File: src/rtl/ebs_pkg.sv
package ebs_pkg;

  typedef enum logic [1:0] {
    HI_PC  = 2'd0,
    HI_DPH = 2'd1,
    HI_P2  = 2'd2
  } hi_src_e;

  typedef enum logic {
    CYC_CODE = 1'b0,
    CYC_DATA = 1'b1
  } cyc_kind_e;

  // attributes fixed for one machine cycle
  typedef struct packed {
    cyc_kind_e kind;
    logic      is_wr;
    logic      wide;
    logic      code_act;
    logic      ale_off;
    logic      idle;
    logic      pdown;
  } cyc_cfg_t;

endpackage

File: src/rtl/ebs_tick_ring.sv
module ebs_tick_ring #(
  parameter int unsigned STATES = 6,
  parameter int unsigned PHASES = 2,
  parameter int unsigned TW     = $clog2(STATES * PHASES)
) (
  input  logic          clk_i,
  input  logic          rst_ni,
  output logic [TW-1:0] tick_o,
  output logic          last_o
);

  localparam int unsigned PW = (PHASES > 1) ? $clog2(PHASES) : 1;

  logic [STATES-1:0] st_q;
  logic [PW-1:0]     ph_q;
  logic [TW-1:0]     st_idx;

  always_ff @(posedge clk_i or negedge rst_ni) begin
    if (!rst_ni) begin
      st_q <= STATES'(1);
      ph_q <= '0;
    end else if (ph_q == PW'(PHASES - 1)) begin
      ph_q <= '0;
      st_q <= {st_q[STATES-2:0], st_q[STATES-1]};
    end else begin
      ph_q <= ph_q + PW'(1);
    end
  end

  always_comb begin
    st_idx = '0;
    for (int i = 0; i < int'(STATES); i++) begin
      if (st_q[i]) st_idx = TW'(i);
    end
  end

  assign tick_o = st_idx * TW'(PHASES) + TW'(ph_q);
  assign last_o = st_q[STATES-1] && (ph_q == PW'(PHASES - 1));

  p_onehot_state_r1: assert property (@(posedge clk_i) disable iff (!rst_ni)
    $onehot(st_q));

  p_wrap_r1: assert property (@(posedge clk_i) disable iff (!rst_ni)
    last_o |=> (tick_o == '0));

endmodule

File: src/rtl/ebs_cycle_ctrl.sv
module ebs_cycle_ctrl
  import ebs_pkg::*;
(
  input  logic     clk_i,
  input  logic     rst_ni,
  input  logic     last_i,
  input  logic     fetch_i,
  input  logic     movc_i,
  input  logic     rd_req_i,
  input  logic     wr_req_i,
  input  logic     wide_i,
  input  logic     ale_dis_i,
  input  logic     idle_i,
  input  logic     pdown_i,
  input  logic     emu_i,
  input  logic     ext_exec_i,
  output cyc_cfg_t cfg_o
);

  cyc_cfg_t cfg_q, cfg_d;
  logic     sleep, go_data, suspend;

  assign sleep   = idle_i | pdown_i;
  // data cycles never run back to back
  assign go_data = (cfg_q.kind == CYC_CODE) && (rd_req_i || wr_req_i) && !sleep;
  assign suspend = go_data | rd_req_i | wr_req_i | movc_i | emu_i | ext_exec_i | sleep;

  always_comb begin
    cfg_d.kind     = go_data ? CYC_DATA : CYC_CODE;
    cfg_d.is_wr    = go_data && !rd_req_i && wr_req_i;
    cfg_d.wide     = go_data && wide_i;
    cfg_d.code_act = !go_data && !sleep && ((fetch_i && ext_exec_i) || movc_i);
    cfg_d.ale_off  = ale_dis_i && !suspend;
    cfg_d.idle     = idle_i;
    cfg_d.pdown    = pdown_i;
  end

  always_ff @(posedge clk_i or negedge rst_ni) begin
    if (!rst_ni) begin
      cfg_q <= '{kind: CYC_CODE, default: 1'b0};
    end else if (last_i) begin
      cfg_q <= cfg_d;
    end
  end

  assign cfg_o = cfg_q;

  p_no_back2back_r6: assert property (@(posedge clk_i) disable iff (!rst_ni)
    (last_i && cfg_q.kind == CYC_DATA) |=> (cfg_q.kind == CYC_CODE));

  p_hold_mid_cycle_r6: assert property (@(posedge clk_i) disable iff (!rst_ni)
    !last_i |=> $stable(cfg_q));

  p_idle_blocks_data_r11: assert property (@(posedge clk_i) disable iff (!rst_ni)
    (last_i && sleep) |=> (cfg_q.kind == CYC_CODE));

endmodule

File: src/rtl/ebs_strobe_dec.sv
module ebs_strobe_dec
  import ebs_pkg::*;
#(
  parameter int unsigned TICKS  = 12,
  parameter int unsigned TW     = $clog2(TICKS),
  parameter int unsigned ALE_W  = 2,
  parameter int unsigned PSEN_W = 3,
  parameter int unsigned STB_W  = 6,
  parameter int unsigned RD_DLY = 3
) (
  input  logic [TW-1:0] tick_i,
  input  cyc_cfg_t      cfg_i,
  output logic          ale_o,
  output logic          psen_n_o,
  output logic          rd_n_o,
  output logic          wr_n_o,
  output logic          p0_addr_o,
  output logic          p0_wdata_o,
  output hi_src_e       hi_sel_o,
  output logic          code_latch_o,
  output logic          rd_latch_o
);

  localparam int NSLOT      = 2;
  localparam int SLOT       = int'(TICKS) / NSLOT;
  localparam int ADDR_N     = int'(ALE_W) + 1;         // one tick of address hold
  localparam int PSEN_START = int'(ALE_W) + 1;
  localparam int PSEN_END   = PSEN_START + int'(PSEN_W) - 1;
  localparam int STB_START  = int'(ALE_W) + int'(RD_DLY);
  localparam int STB_END    = STB_START + int'(STB_W) - 1;
  localparam int WD_START   = int'(ALE_W) + 1;

  int t;
  assign t = int'(tick_i);

  logic data_cyc, code_bus, in_stb;
  logic [NSLOT-1:0] slot_ale, slot_psen, slot_addr, slot_clat;

  assign data_cyc = (cfg_i.kind == CYC_DATA);
  assign code_bus = !data_cyc && cfg_i.code_act;
  assign in_stb   = (t >= STB_START) && (t <= STB_END);

  for (genvar s = 0; s < NSLOT; s++) begin : g_slot
    localparam int B = s * SLOT;
    logic ale_en, addr_en;
    if (s == 0) begin : g_first
      assign ale_en  = 1'b1;
      assign addr_en = code_bus | data_cyc;
    end else begin : g_rest
      assign ale_en  = !data_cyc;
      assign addr_en = code_bus;
    end
    assign slot_ale[s]  = ale_en && (t >= B) && (t < B + int'(ALE_W));
    assign slot_addr[s] = addr_en && (t >= B) && (t < B + ADDR_N);
    assign slot_psen[s] = code_bus && (t >= B + PSEN_START) && (t <= B + PSEN_END);
    assign slot_clat[s] = code_bus && (t == B + PSEN_END);
  end

  always_comb begin
    ale_o        = 1'b0;
    psen_n_o     = 1'b1;
    rd_n_o       = 1'b1;
    wr_n_o       = 1'b1;
    p0_addr_o    = 1'b0;
    p0_wdata_o   = 1'b0;
    code_latch_o = 1'b0;
    rd_latch_o   = 1'b0;
    hi_sel_o     = HI_PC;
    if (cfg_i.pdown) begin
      psen_n_o = 1'b0;
    end else if (cfg_i.idle) begin
      ale_o = 1'b1;
    end else begin
      ale_o        = (|slot_ale) && !cfg_i.ale_off;
      psen_n_o     = !(|slot_psen);
      p0_addr_o    = |slot_addr;
      code_latch_o = |slot_clat;
      if (data_cyc) begin
        rd_n_o     = !(!cfg_i.is_wr && in_stb);
        wr_n_o     = !(cfg_i.is_wr && in_stb);
        p0_wdata_o = cfg_i.is_wr && (t >= WD_START);
        rd_latch_o = !cfg_i.is_wr && (t == STB_END);
        hi_sel_o   = cfg_i.wide ? HI_DPH : HI_P2;
      end
    end
  end

  always_comb begin
    a_strobe_excl_r5: assert (rd_n_o || wr_n_o);
    a_bus_excl_r8: assert (!(p0_addr_o && p0_wdata_o));
  end

endmodule

File: src/rtl/ext_bus_seq.sv
module ext_bus_seq
  import ebs_pkg::*;
#(
  parameter int unsigned STATES = 6,
  parameter int unsigned PHASES = 2,
  parameter int unsigned ALE_W  = 2,
  parameter int unsigned PSEN_W = 3,
  parameter int unsigned STB_W  = 6,
  parameter int unsigned RD_DLY = 3
) (
  input  logic       clk_i,
  input  logic       rst_ni,
  input  logic       fetch_i,
  input  logic       movc_i,
  input  logic       movx_rd_i,
  input  logic       movx_wr_i,
  input  logic       movx_wide_i,
  input  logic       ale_dis_i,
  input  logic       idle_i,
  input  logic       pdown_i,
  input  logic       emu_i,
  input  logic       ext_exec_i,
  output logic       ale_o,
  output logic       psen_n_o,
  output logic       rd_n_o,
  output logic       wr_n_o,
  output logic       p0_addr_o,
  output logic       p0_wdata_o,
  output logic [1:0] hi_sel_o,
  output logic       code_latch_o,
  output logic       rd_latch_o
);

  localparam int unsigned TICKS     = STATES * PHASES;
  localparam int unsigned TW        = $clog2(TICKS);
  localparam int unsigned STB_START = ALE_W + RD_DLY;

  logic [TW-1:0] tick;
  logic          last;
  cyc_cfg_t      cfg;
  hi_src_e       hi_sel;

  ebs_tick_ring #(
    .STATES(STATES),
    .PHASES(PHASES),
    .TW    (TW)
  ) u_ring (
    .clk_i (clk_i),
    .rst_ni(rst_ni),
    .tick_o(tick),
    .last_o(last)
  );

  ebs_cycle_ctrl u_ctrl (
    .clk_i     (clk_i),
    .rst_ni    (rst_ni),
    .last_i    (last),
    .fetch_i   (fetch_i),
    .movc_i    (movc_i),
    .rd_req_i  (movx_rd_i),
    .wr_req_i  (movx_wr_i),
    .wide_i    (movx_wide_i),
    .ale_dis_i (ale_dis_i),
    .idle_i    (idle_i),
    .pdown_i   (pdown_i),
    .emu_i     (emu_i),
    .ext_exec_i(ext_exec_i),
    .cfg_o     (cfg)
  );

  ebs_strobe_dec #(
    .TICKS (TICKS),
    .TW    (TW),
    .ALE_W (ALE_W),
    .PSEN_W(PSEN_W),
    .STB_W (STB_W),
    .RD_DLY(RD_DLY)
  ) u_dec (
    .tick_i      (tick),
    .cfg_i       (cfg),
    .ale_o       (ale_o),
    .psen_n_o    (psen_n_o),
    .rd_n_o      (rd_n_o),
    .wr_n_o      (wr_n_o),
    .p0_addr_o   (p0_addr_o),
    .p0_wdata_o  (p0_wdata_o),
    .hi_sel_o    (hi_sel),
    .code_latch_o(code_latch_o),
    .rd_latch_o  (rd_latch_o)
  );

  assign hi_sel_o = hi_sel;

  p_rd_fall_tick_r5: assert property (@(posedge clk_i) disable iff (!rst_ni)
    $fell(rd_n_o) |-> (tick == TW'(STB_START)));

  p_wr_fall_tick_r5: assert property (@(posedge clk_i) disable iff (!rst_ni)
    $fell(wr_n_o) |-> (tick == TW'(STB_START)));

  p_data_no_psen_r2: assert property (@(posedge clk_i) disable iff (!rst_ni)
    (cfg.kind == CYC_DATA) |-> psen_n_o);

  p_ale_width_r1: assert property (@(posedge clk_i) disable iff (!rst_ni)
    $fell(ale_o) |-> $past(ale_o, 2));

  p_idle_levels_r11: assert property (@(posedge clk_i) disable iff (!rst_ni)
    (cfg.idle && !cfg.pdown) |-> (ale_o && psen_n_o));

  p_pdown_levels_r11: assert property (@(posedge clk_i) disable iff (!rst_ni)
    cfg.pdown |-> (!ale_o && !psen_n_o));

endmodule

File: config.mk
export PLATFORM = sky130hd
export DESIGN_NAME = ext_bus_seq
export DESIGN_NICKNAME = d
export VERILOG_FILES = /design/src/rtl/ebs_pkg.sv /design/src/rtl/ebs_tick_ring.sv /design/src/rtl/ebs_cycle_ctrl.sv /design/src/rtl/ebs_strobe_dec.sv /design/src/rtl/ext_bus_seq.sv
export SDC_FILE = /design/constraint.sdc
export NUM_CORES = 1
export LEC_CHECK = 0
export ABC_AREA = 0
export BUFFER_PORTS_ARGS = -buffer_cell sky130_fd_sc_hd__buf_2
export CORE_MARGIN = 2
export CORE_UTILIZATION = 50
export CTS_BUF_LIST = sky130_fd_sc_hd__clkbuf_8
export DETAILED_ROUTE_END_ITERATION = 10
export HOLD_SLACK_MARGIN = 0.1
export PLACE_DENSITY = 0.75
export SYNTH_ARGS = -nofsm -noshare
export SYNTH_HDL_FRONTEND = slang
export SYNTH_SLANG_ARGS = --single-unit
File: constraint.sdc
create_clock -name clk_i -period 1.8 [get_ports clk_i]
set_input_delay 0.18 -clock clk_i [delete_from_list [all_inputs] [get_ports clk_i]]
set_output_delay 0.18 -clock clk_i [all_outputs]
set_load 0.05 [all_outputs]
==> metrics, run 1 <==
sequential area share after synthesis=0.443; Clock Skews=0.000514 ns; worst hold slack=0.197 ns; TritonCTS buffer count=3; Row Count=14; Final Hold Viols=0; vias=686; Min-Delay Path Depth=3; maximum clock insertion buffer count=2; RePlAce Congestion=0.871; final setup fails=0; Starting Density=0.533; # IOs=22; Slowest cell on crit path=dfrtp_2; Worst Hold Class=input pin to flop; Synth area leader=dfrtp_1; nature of the critical path endpoint=output pin; vias per std cell=5.53; first-pass GRT wire length=2860 um; Power Density=682 mW/mm2; most frequent CP cell=a21oi_2; Die Height=43.8 um; worst path arrival time=1.57 ns; vias in the first global route=663; DR WL/cell=13.5 um; syn nets=95; fin cells=124; Worst-Margin Slew=0.328 ns; cell family with most CP delay=flip-flops; Final Cell Area=0.00101 mm2; Worst setup SP type=flop; root buffer cell=clkbuf_8; fillers=118; half-perimeter wire length after placement=1280 um; RSZ-0062 raised after global routing=yes; fin crit share=0.973; Largest stage delay, worst path=0.46 ns; wirelength, routed=1680 um; max_cap viols=0; diode count=0; initial antenna violation count=0; Worst Path Required=1.62 ns; Area Overhead vs Synth=27.6%; die area=0.00192 mm2; grt ovf=0; crit path kind=flop to output pin; Max-Slew Margin vs Limit=0.782; largest net degree at the start of global routing=15; Layout Nets=121; Synth Warn #=0; Final ANT Viol Nets=0; CTS tree=yes; Horiz. Die Dim=43.8 um; initial DRC count=2; H-tree levels=1; Cell Area, Synth=793 um2; Reg2Reg Depth=4; placed cells=119; Total Power=690 uW; clk_lat worst skew=0.24 ns; clk sinks=14; drt pass-1 iters=2; Mean Syn Cell Area=9.56 um2; fin crit period=1.75 ns; flops & latches, synth=14; core region area=0.00149 mm2; Cells after Synth=83; Tot GR Track Use=0.207; post-synth cell types=31; Slew Limit Fails=0; # DRC=0; layout cell share with drive strength beyond 1=0.472; clock slew at reported path FFs=0.06 ns; Placed Area=916 um2; postcts setup bufs=0; Worst Path Buf+Inv=1; PortBufs=21; status=complete, no violations; final setup TNS=0 ns; cells along the critical path=a21oi_2 -> or3b_1 -> a21oi_2 -> buf_4; Synth area leaders=dfrtp_1, mux2_2, nand2_1; Peak VDD IR=493 uV; Critical Path Stages=4; f_max=0.571 GHz; Lkg Pwr=0.461 nW; top-area cell type share of the netlist area=0.410; crit-path max FO=8
per-layer routing:
layer | wire, um | vias to the layer above | part of all wire | GRT usage
li1 | - | 343 | - | -
met4 | 24 | 0 | 0.014 | 0.109
met5 | 0 | - | 0 | 0
met3 | 74 | 4 | 0.044 | 0.0375
met1 | 766 | 321 | 0.46 | 0.251
met2 | 810 | 18 | 0.48 | 0.347
through the flow:
| step | utilization | setup slack [ns] |
|---|---|---|
| global route | 0.680 | -0.0284 |
| CTS | 0.661 | 0.0247 |
| detailed placement | 0.615 | 0.231 |
| floorplan | - | 0.108 |
| finish | 0.680 | 0.0489 |
| global placement | 0.615 | 0.254 |
sequential cells by signal, indices dropped and copies added, names as in the netlist:
signal and cells:
u_ring.st_q 6, u_ctrl.cfg_o 7, u_ring.ph_q 1
Yosys cell counts (all sizes together):
cell and number:
or3 2, dfstp 1, mux2 5, nor2 5, nor4 2, nor2b 1
a211oi 2, nand3 3, o21bai 1, inv 5, a22o 1, o21ai 7
nand4b 1, nand2 10, o41ai 1, a21oi 6, dfrtp 13, nand2b 3
and3 1, o31ai 1, nor3 5, buf 4, or3b 3
cell usage in the layout (no fill, tap or decap), drive strengths merged:
cell	Yosys	routed
clkbuf	0	6
buf	4	22
o41ai	1	1
nor4	2	2
nand2b	3	3
dlygate4sd3	0	1
mux2	5	5
inv	5	5
o21ai	7	7
o21bai	1	1
dfstp	1	1
a21oi	6	6
nor2b	1	1
and3	1	1
nand4b	1	1
nand2	10	10
nor2	5	5
o31ai	1	1
a211oi	2	2
nand3	3	3
dfrtp	13	13
nor3	5	5
or3b	3	3
or3	2	2
a22o	1	1
logic make-up (layout without fill, tap and decap cells):
group | count (synthesis) | count (layout) | share of synthesized area
AOI/OAI and AO/OA | 19 | 19 | 0.162
DFF | 14 | 14 | 0.443
buffers and inverters | 9 | 34 | 0.0725
muxes | 5 | 5 | 0.0757
and+or+nand+nor | 36 | 36 | 0.246
final cells by class:
type | count | area, um2 | area share
inverters | 5 | 18.8 | 0.0185
multi-input cells | 60 | 408 | 0.403
repair buffers | 25 | 151 | 0.150
clock buffers | 4 | 55.1 | 0.0544
flip-flops and latches | 14 | 359 | 0.355
well taps | 16 | 20.0 | 0.0198
what timing repair did:
item                       4_1_cts  5_1_grt
gates cloned                     0        0
setup endpoints to repair        2        4
hold endpoints to repair        13        0
resized for setup                2       12
hold buffers                     1        0
report_power, final:
part | switching [mW] | leakage [nW] | internal (mW)
sequential | 0.00300 | 0.154 | 0.318
combinational | 0.0388 | 0.278 | 0.0242
clock | 0.113 | 0.0288 | 0.194
total | 0.155 | 0.461 | 0.536
worst register-to-register path: stages, from the launching register on:
cell and delay (ns):
dfrtp_2 0.45, buf_4 0.17, o21bai_1 0.15, or3_1 0.33
o21ai_0 0.17
path summary, 6_finish.rpt:
kind	startpoint	end	slack [ns]
max in group asynchronous	rst_ni	u_ring.st_q[0]$_DFFE_PN1P_	1.15
worst max register to register	u_ctrl.cfg_o[6]$_DFFE_PN0P_	u_ctrl.cfg_o[6]$_DFFE_PN0P_	0.44
worst min-delay path	movx_wide_i	u_ctrl.cfg_o[4]$_DFFE_PN0P_	0.20
worst min register to register	u_ring.st_q[0]$_DFFE_PN1P_	u_ring.st_q[0]$_DFFE_PN1P_	0.48
min in group asynchronous	rst_ni	u_ring.st_q[2]$_DFFE_PN0P_	0.36
worst max-delay path	u_ring.ph_q$_DFF_PN0_	p0_addr_o	0.05
Power figures use the tool's default switching activity.
==> run 2: changes to the inputs <==
--- a/config.mk
+++ b/config.mk
@@ -8,11 +8,12 @@
 export ABC_AREA = 0
 export BUFFER_PORTS_ARGS = -buffer_cell sky130_fd_sc_hd__buf_2
 export CORE_MARGIN = 2
-export CORE_UTILIZATION = 50
+export CORE_UTILIZATION = 46
 export CTS_BUF_LIST = sky130_fd_sc_hd__clkbuf_8
 export DETAILED_ROUTE_END_ITERATION = 10
 export HOLD_SLACK_MARGIN = 0.1
-export PLACE_DENSITY = 0.75
+export PLACE_DENSITY = 0.7
+export SKIP_CTS_REPAIR_TIMING = 1
 export SYNTH_ARGS = -nofsm -noshare
 export SYNTH_HDL_FRONTEND = slang
 export SYNTH_SLANG_ARGS = --single-unit
==> constraint.sdc (replaced) <==
create_clock -name clk_i -period 1.8 [get_ports clk_i]
set_input_delay 0.27 -clock clk_i [delete_from_list [all_inputs] [get_ports clk_i]]
set_output_delay 0.27 -clock clk_i [all_outputs]
set_load 0.05 [all_outputs]
==> run 2 against run 1 <==
Effect of this change:
- the flow now finishes with violations (negative setup slack)
- first-iteration DRC count grew to 5.0 times the previous value
- clock-buffer cell count shrank 1
- clock power shrank 17%
- sequential power is essentially flat
- critical path depth is the same
- die area grew 7.9%
- non-clock buffer count grew 4
- via count grew 3.5%
- register-to-register slack lost 0.20 ns
- combinational power grew 4.8%
==> metrics, run 2 (synthesis gave the netlist of run 1 again) <==
Worst-Margin Slew=0.325 ns (-0.00205 ns); CTS tree=yes; Starting Density=0.475 (-0.0579); Lkg Pwr=0.485 nW (+5.2%); Slowest cell on crit path=dfrtp_2; grt ovf=0 (unchanged); Die Height=45.5 um (+3.9%); vias in the first global route=615 (-7.2%); cell family with most CP delay=flip-flops; Worst setup SP type=flop; Power Density=611 mW/mm2 (-10%); Total Power=644 uW (-6.7%); Final Hold Viols=0 (unchanged); max_cap viols=0 (unchanged); wirelength, routed=1720 um (+2.7%); Area Overhead vs Synth=32.8%; nature of the critical path endpoint=output pin; crit path kind=flop to output pin; initial antenna violation count=0 (unchanged); half-perimeter wire length after placement=1280 um (+0.31%); clock slew at reported path FFs=0.06 ns (about the same); first-pass GRT wire length=2700 um (-5.8%); commonest non-fill, non-tap cell in the layout=buf_2; Worst Path Required=1.53 ns (-0.09 ns); clk_lat worst skew=0.24 ns (about the same); failing checks=negative setup slack; Max-Slew Margin vs Limit=0.783 (+0.00136); worst hold slack=0.269 ns (+0.0726 ns); initial DRC count=10 (+8); max reg flops=7 (unchanged); RePlAce Congestion=0.838 (-3.8%); slack of the critical path=-0.0288 ns (-0.0777 ns); most frequent cells in the layout=buf_2, nand2_1, buf_4; hold worst-path end=u_ctrl.cfg_o[4]$_DFFE_PN0P_; Slew Limit Fails=0 (unchanged); H-tree levels=1 (unchanged); clk sinks=14 (unchanged); fillers=153 (+30%); # DRC=0 (unchanged); pre-CTS setup slack=0.126 ns (-0.105 ns); placed cells=120 (+0.84%); TritonCTS buffer count=3 (unchanged); final setup TNS=-0.0288 ns (-0.0288 ns); Horiz. Die Dim=45.5 um (+3.9%); largest net degree at the start of global routing=15 (unchanged); Layout Nets=125 (+3.3%); fin cells=129 (+4.0%); f_max=0.547 GHz (-4.2%); crit-path max FO=8 (unchanged); Min-Delay Path Depth=3 (unchanged); vias per std cell=5.50 (-0.51%); root buffer cell=clkbuf_8; PortBufs=21 (unchanged); die area=0.00207 mm2 (+7.9%); Peak VDD IR=435 uV (-12%); r2r endpoint=u_ctrl.cfg_o[6]$_DFFE_PN0P_; Row Count=15 (+1); r2r startpoint=u_ctrl.cfg_o[6]$_DFFE_PN0P_; min-delay src=movx_wide_i; maximum clock insertion buffer count=2 (unchanged); cells along the critical path=a21oi_2 -> or3b_1 -> a21oi_2 -> buf_6; fin crit share=1.02 (+0.0432); Tot GR Track Use=0.180 (-0.0272); drt pass-1 iters=2 (unchanged); fin crit period=1.83 ns (+0.0777 ns); Worst Path Buf+Inv=1 (unchanged); core region area=0.00167 mm2 (+12%); worst path arrival time=1.56 ns (about the same); Final ANT Viol Nets=0 (unchanged); register area=360 um2 (+0.35%); Reg2Reg Depth=6 (+2); layout cell share with drive strength beyond 1=0.500 (+0.0278); Largest stage delay, worst path=0.48 ns (+0.02 ns); Worst Hold Class=input pin to flop; # IOs=22 (unchanged); DR WL/cell=13.3 um (-1.3%); RSZ-0062 raised after global routing=yes; vias=710 (+3.5%); setup slack, reg-to-reg=0.24 ns (-0.20 ns); area of the multi-input gates=419 um2 (+2.8%); most frequent CP cell=a21oi_2; Clock Skews=0.00435 ns (+0.00384 ns); diode count=0 (unchanged); status=finished, violations left; final setup fails=1 (+1)
-- run 2: changes by cell type in the layout (fill, tap and decap cells not counted), sizes merged --
| cell | previous run | this run |
|---|---|---|
| buf | 22 | 28 |
| clkbuf | 6 | 3 |
| inv | 5 | 6 |
-- run 2: worst max path at each step --
stage	cells after the start	start	slack (ns)	to
final	4	u_ring.st_q[5]$_DFFE_PN0P_	-0.03	p0_addr_o
after global routing	4	u_ring.st_q[4]$_DFFE_PN0P_	-0.09	p0_addr_o
after CTS	4	u_ring.ph_q$_DFF_PN0_	-0.14	p0_addr_o
after detailed placement	4	u_ring.ph_q$_DFF_PN0_	0.13	p0_addr_o
after global placement	4	u_ring.ph_q$_DFF_PN0_	0.15	p0_addr_o
after floorplan	3	u_ring.st_q[5]$_DFFE_PN0P_	0.02	ale_o
-- run 2: layout make-up --
type,count,area share
repair buffers,29,0.179
inverters,5,0.0178
clock buffers,3,0.0392
multi-input cells,60,0.398
flip-flops and latches,14,0.342
well taps,17,0.0202
clock inverters,1,0.00356
-- run 2: worst register-to-register path, cell delays in order, from the launching register on --
cell and delay (ns):
dfrtp_2 0.43, buf_4 0.15, buf_4 0.13, buf_4 0.14
o21bai_1 0.16, or3_1 0.33, o21ai_0 0.15
-- run 2: where the power goes --
group / switching, mW / internal [mW]
combinational: 0.0394 / 0.0266
clock: 0.106 / 0.151
sequential: 0.00380 / 0.318
total: 0.149 / 0.495
-- run 2: layer usage --
layer	vias up	track usage	wire length [um]
li1	349	-	-
met1	342	0.243	787
met2	17	0.282	877
met3	2	0.0238	46
met4	0	0.0882	8
met5	-	0	0
-- run 2: per-stage QoR --
stage,cell area (um2),util
global route,1050,0.631
finish,1050,0.631
detailed placement,917,0.549
global placement,917,0.549
CTS,962,0.576
floorplan,807,-
==> run 3: changes to the inputs <==
--- a/config.mk
+++ b/config.mk
@@ -12,8 +12,9 @@
 export CTS_BUF_LIST = sky130_fd_sc_hd__clkbuf_8
 export DETAILED_ROUTE_END_ITERATION = 10
 export HOLD_SLACK_MARGIN = 0.1
-export PLACE_DENSITY = 0.7
+export PLACE_DENSITY = 0.68
 export SKIP_CTS_REPAIR_TIMING = 1
 export SYNTH_ARGS = -nofsm -noshare
 export SYNTH_HDL_FRONTEND = slang
+export SYNTH_HIERARCHICAL = 1
 export SYNTH_SLANG_ARGS = --single-unit
==> constraint.sdc (replaced) <==
create_clock -name clk_i -period 2.3 [get_ports clk_i]
set_input_delay 0.345 -clock clk_i [delete_from_list [all_inputs] [get_ports clk_i]]
set_output_delay 0.345 -clock clk_i [all_outputs]
set_load 0.05 [all_outputs]
==> run 3 against run 2 <==
Effect of this change:
- setup slack gained 0.080 ns
- largest power group unchanged
- first-iteration DRC count grew 100%
- the flow now finishes without violations
- die area grew 11%
==> metrics, run 3 <==
clk sinks=14 (unchanged); max reg flops=7 (unchanged); Placed Area=0.00102 mm2 (+11%); clk_lat worst skew=0.24 ns (about the same); drt pass-1 iters=4 (+2); Synth Area in Compound Gates=0.193 (+0.0308); Horiz. Die Dim=48.1 um (+5.6%); Die Height=48.1 um (+5.6%); Peak VDD IR=473 uV (+8.8%); Starting Density=0.501 (+0.0261); Synth area leaders=dfrtp_1, mux2_4, inv_1; Cells after Synth=90 (+8.4%); wirelength, routed=1860 um (+7.9%); final setup fails=0 (-1); Worst Path Required=1.96 ns (+0.43 ns); grt ovf=0 (unchanged); prevailing post-synth register cell=dfrtp_1; Sequential Power Share=0.494 (-0.005); Simple-Gate Fraction of Synth Area=0.227 (-0.0192); initial antenna violation count=0 (unchanged); Synth Area in Adders=0 (unchanged); Max-Slew Margin vs Limit=0.609 (-0.174); maximum clock insertion buffer count=2 (unchanged); layout cell share with drive strength beyond 1=0.487 (-0.0130); PortBufs=21 (unchanged); most common library cells after synthesis=dfrtp_1, inv_1, nor2_1; Post-synth EDFFs=0 (unchanged); H-tree levels=1 (unchanged); clock slew at reported path FFs=0.06 ns (about the same); combinational power share=0.042 (-0.060); diode count=0 (unchanged); crit path kind=flop to output pin; fin crit share=0.978; Lkg Pwr=0.560 nW (+15%); Power Density=434 mW/mm2 (-29%); half-perimeter wire length after placement=1410 um (+9.6%); most instantiated library cell after synthesis=dfrtp_1; Tot GR Track Use=0.185 (+0.00454); vias per std cell=5.29 (-3.8%); vias in the first global route=645 (+4.9%); initial DRC count=20 (+10); worst path arrival time=1.90 ns (+0.34 ns); sw frac=0.185 (-0.0467); commonest non-fill, non-tap cell in the layout=buf_2; Slew Limit Fails=0 (unchanged); Worst setup SP type=flop; first-pass GRT wire length=2890 um (+7.2%); combinational family with the most area after synthesis=simple AND/OR/NAND/NOR gates; Final ANT Viol Nets=0 (unchanged); Final Hold Viols=0 (unchanged); sequential area share after synthesis=0.394 (-0.0497); Synth Warn #=6 (+6); # DRC=0 (unchanged); largest net degree at the start of global routing=16 (+1); die area=0.00231 mm2 (+11%); fillers=156 (+2.0%); nature of the critical path endpoint=output pin; top-area cell type share of the netlist area=0.364 (-0.0459); final core utilization=0.644 (+0.0135); Mean Syn Cell Area=9.93 um2 (+3.9%); fin crit period=2.25 ns; RSZ-0062 raised after global routing=yes; root buffer cell=clkbuf_8; Clock Skews=0.000584 ns (-0.00377 ns); mux contribution to synthesized area=0.0924 (+0.0167); Row Count=15 (unchanged); Worst-Margin Slew=0.587 ns (+0.262 ns); core region area=0.00178 mm2 (+6.7%); Total Power=499 uW (-23%); worst hold slack=0.347 ns (+0.0781 ns); flops & latches, synth=14 (unchanged); Layout Nets=128 (+2.4%); max_cap viols=0 (unchanged); RePlAce Congestion=0.721 (-14%); Area Overhead vs Synth=28.6%; Final Cell Area=0.00115 mm2 (+9.0%); syn nets=102 (+7.4%); Reg2Reg Depth=3 (-3); NetSw=92.1 uW (-38%); Worst Hold Class=input pin to flop; crit-path max FO=6 (-2); FFs w/ async S/R, synth=1.00 (unchanged); clock network power share=0.464 (+0.066); DR WL/cell=13.3 um (-0.57%); Min-Delay Path Depth=2 (-1); # IOs=22 (unchanged); status=complete, no violations; post-synth cell types=40 (+29%); Synth area leader=dfrtp_1; Cell Area, Synth=893 um2 (+13%); TritonCTS buffer count=3 (unchanged); Post-Synth XOR/XNOR Area=0 (unchanged); f_max=0.445 GHz; CTS tree=yes; most frequent cells in the layout=buf_2, dfrtp_1, inv_1; vias=741 (+4.4%); Pint=407 uW (-18%)
## run 3: cell type report
| type | instances | area [um2] | share of cell area |
|---|---|---|---|
| Tap cell | 25 | 31.3 | 0.0272 |
| Multi-Input combinational cell | 61 | 502 | 0.437 |
| Clock buffer | 4 | 55.1 | 0.0479 |
| Timing Repair Buffer | 26 | 171 | 0.149 |
| Inverter | 10 | 37.5 | 0.0327 |
| Sequential cell | 14 | 352 | 0.306 |
## run 3: metal layers
metal | GRT usage | vias to the layer above | routed length [um]
met5 | 0 | - | 0
met1 | 0.256 | 352 | 887
met4 | 0.0811 | 0 | 19
met3 | 0.0264 | 2 | 47
met2 | 0.285 | 14 | 901
li1 | - | 373 | -
## run 3: final timing paths
path / start / end / slack, ns
min: movx_rd_i / u_ctrl/cfg_o[5]$_DFFE_PN0P_ / 0.35
min in group asynchronous: rst_ni / u_ring/st_q[1]$_DFFE_PN0P_ / 0.53
max reg2reg: u_ring/ph_q$_DFF_PN0_ / u_ctrl/cfg_o[4]$_DFFE_PN0P_ / 0.49
min reg2reg: u_ring/st_q[0]$_DFFE_PN1P_ / u_ring/st_q[0]$_DFFE_PN1P_ / 0.53
max in group asynchronous: rst_ni / u_ring/st_q[0]$_DFFE_PN1P_ / 1.49
max: u_ring/st_q[4]$_DFFE_PN0P_ / psen_n_o / 0.05
## run 3: worst max-delay path: stages (launching register included)
cell and delay (ns):
dfrtp_1 0.40, inv_2 0.05, a221o_2 0.44, or3b_4 0.42, o311ai_1 0.10, a21oi_2 0.10
buf_6 0.16
## run 3: power groups by stage
stage	clock (mW)	sequential, mW	combinational, mW
2_1_floorplan	0	0.251	0.00262
3_3_place_gp	0	0.251	0.0193
3_5_place_dp	0	0.251	0.0200
4_1_cts	0.237	0.246	0.0201
5_1_grt	0.254	0.246	0.0238
6_report	0.231	0.247	0.0209
## run 3: cells by family (layout without fill, tap and decap cells)
logic type,after synthesis,in the layout
AND/OR/NAND/NOR,34,34
multiplexers,6,6
buffers and inverters,15,40
AO/OA/AOI/OAI,21,21
flip-flops,14,14
## run 3: per-stage QoR
| stage | TNS (ns) | setup slack, ns | std cells |
|---|---|---|---|
| after floorplan | 0 | 0.114 | 90 |
| after global placement | 0 | 0.282 | 133 |
| after detailed placement | 0 | 0.255 | 133 |
| after CTS | -0.0147 | -0.00535 | 137 |
| after global routing | -0.0492 | -0.0348 | 140 |
| final | 0 | 0.0517 | 140 |
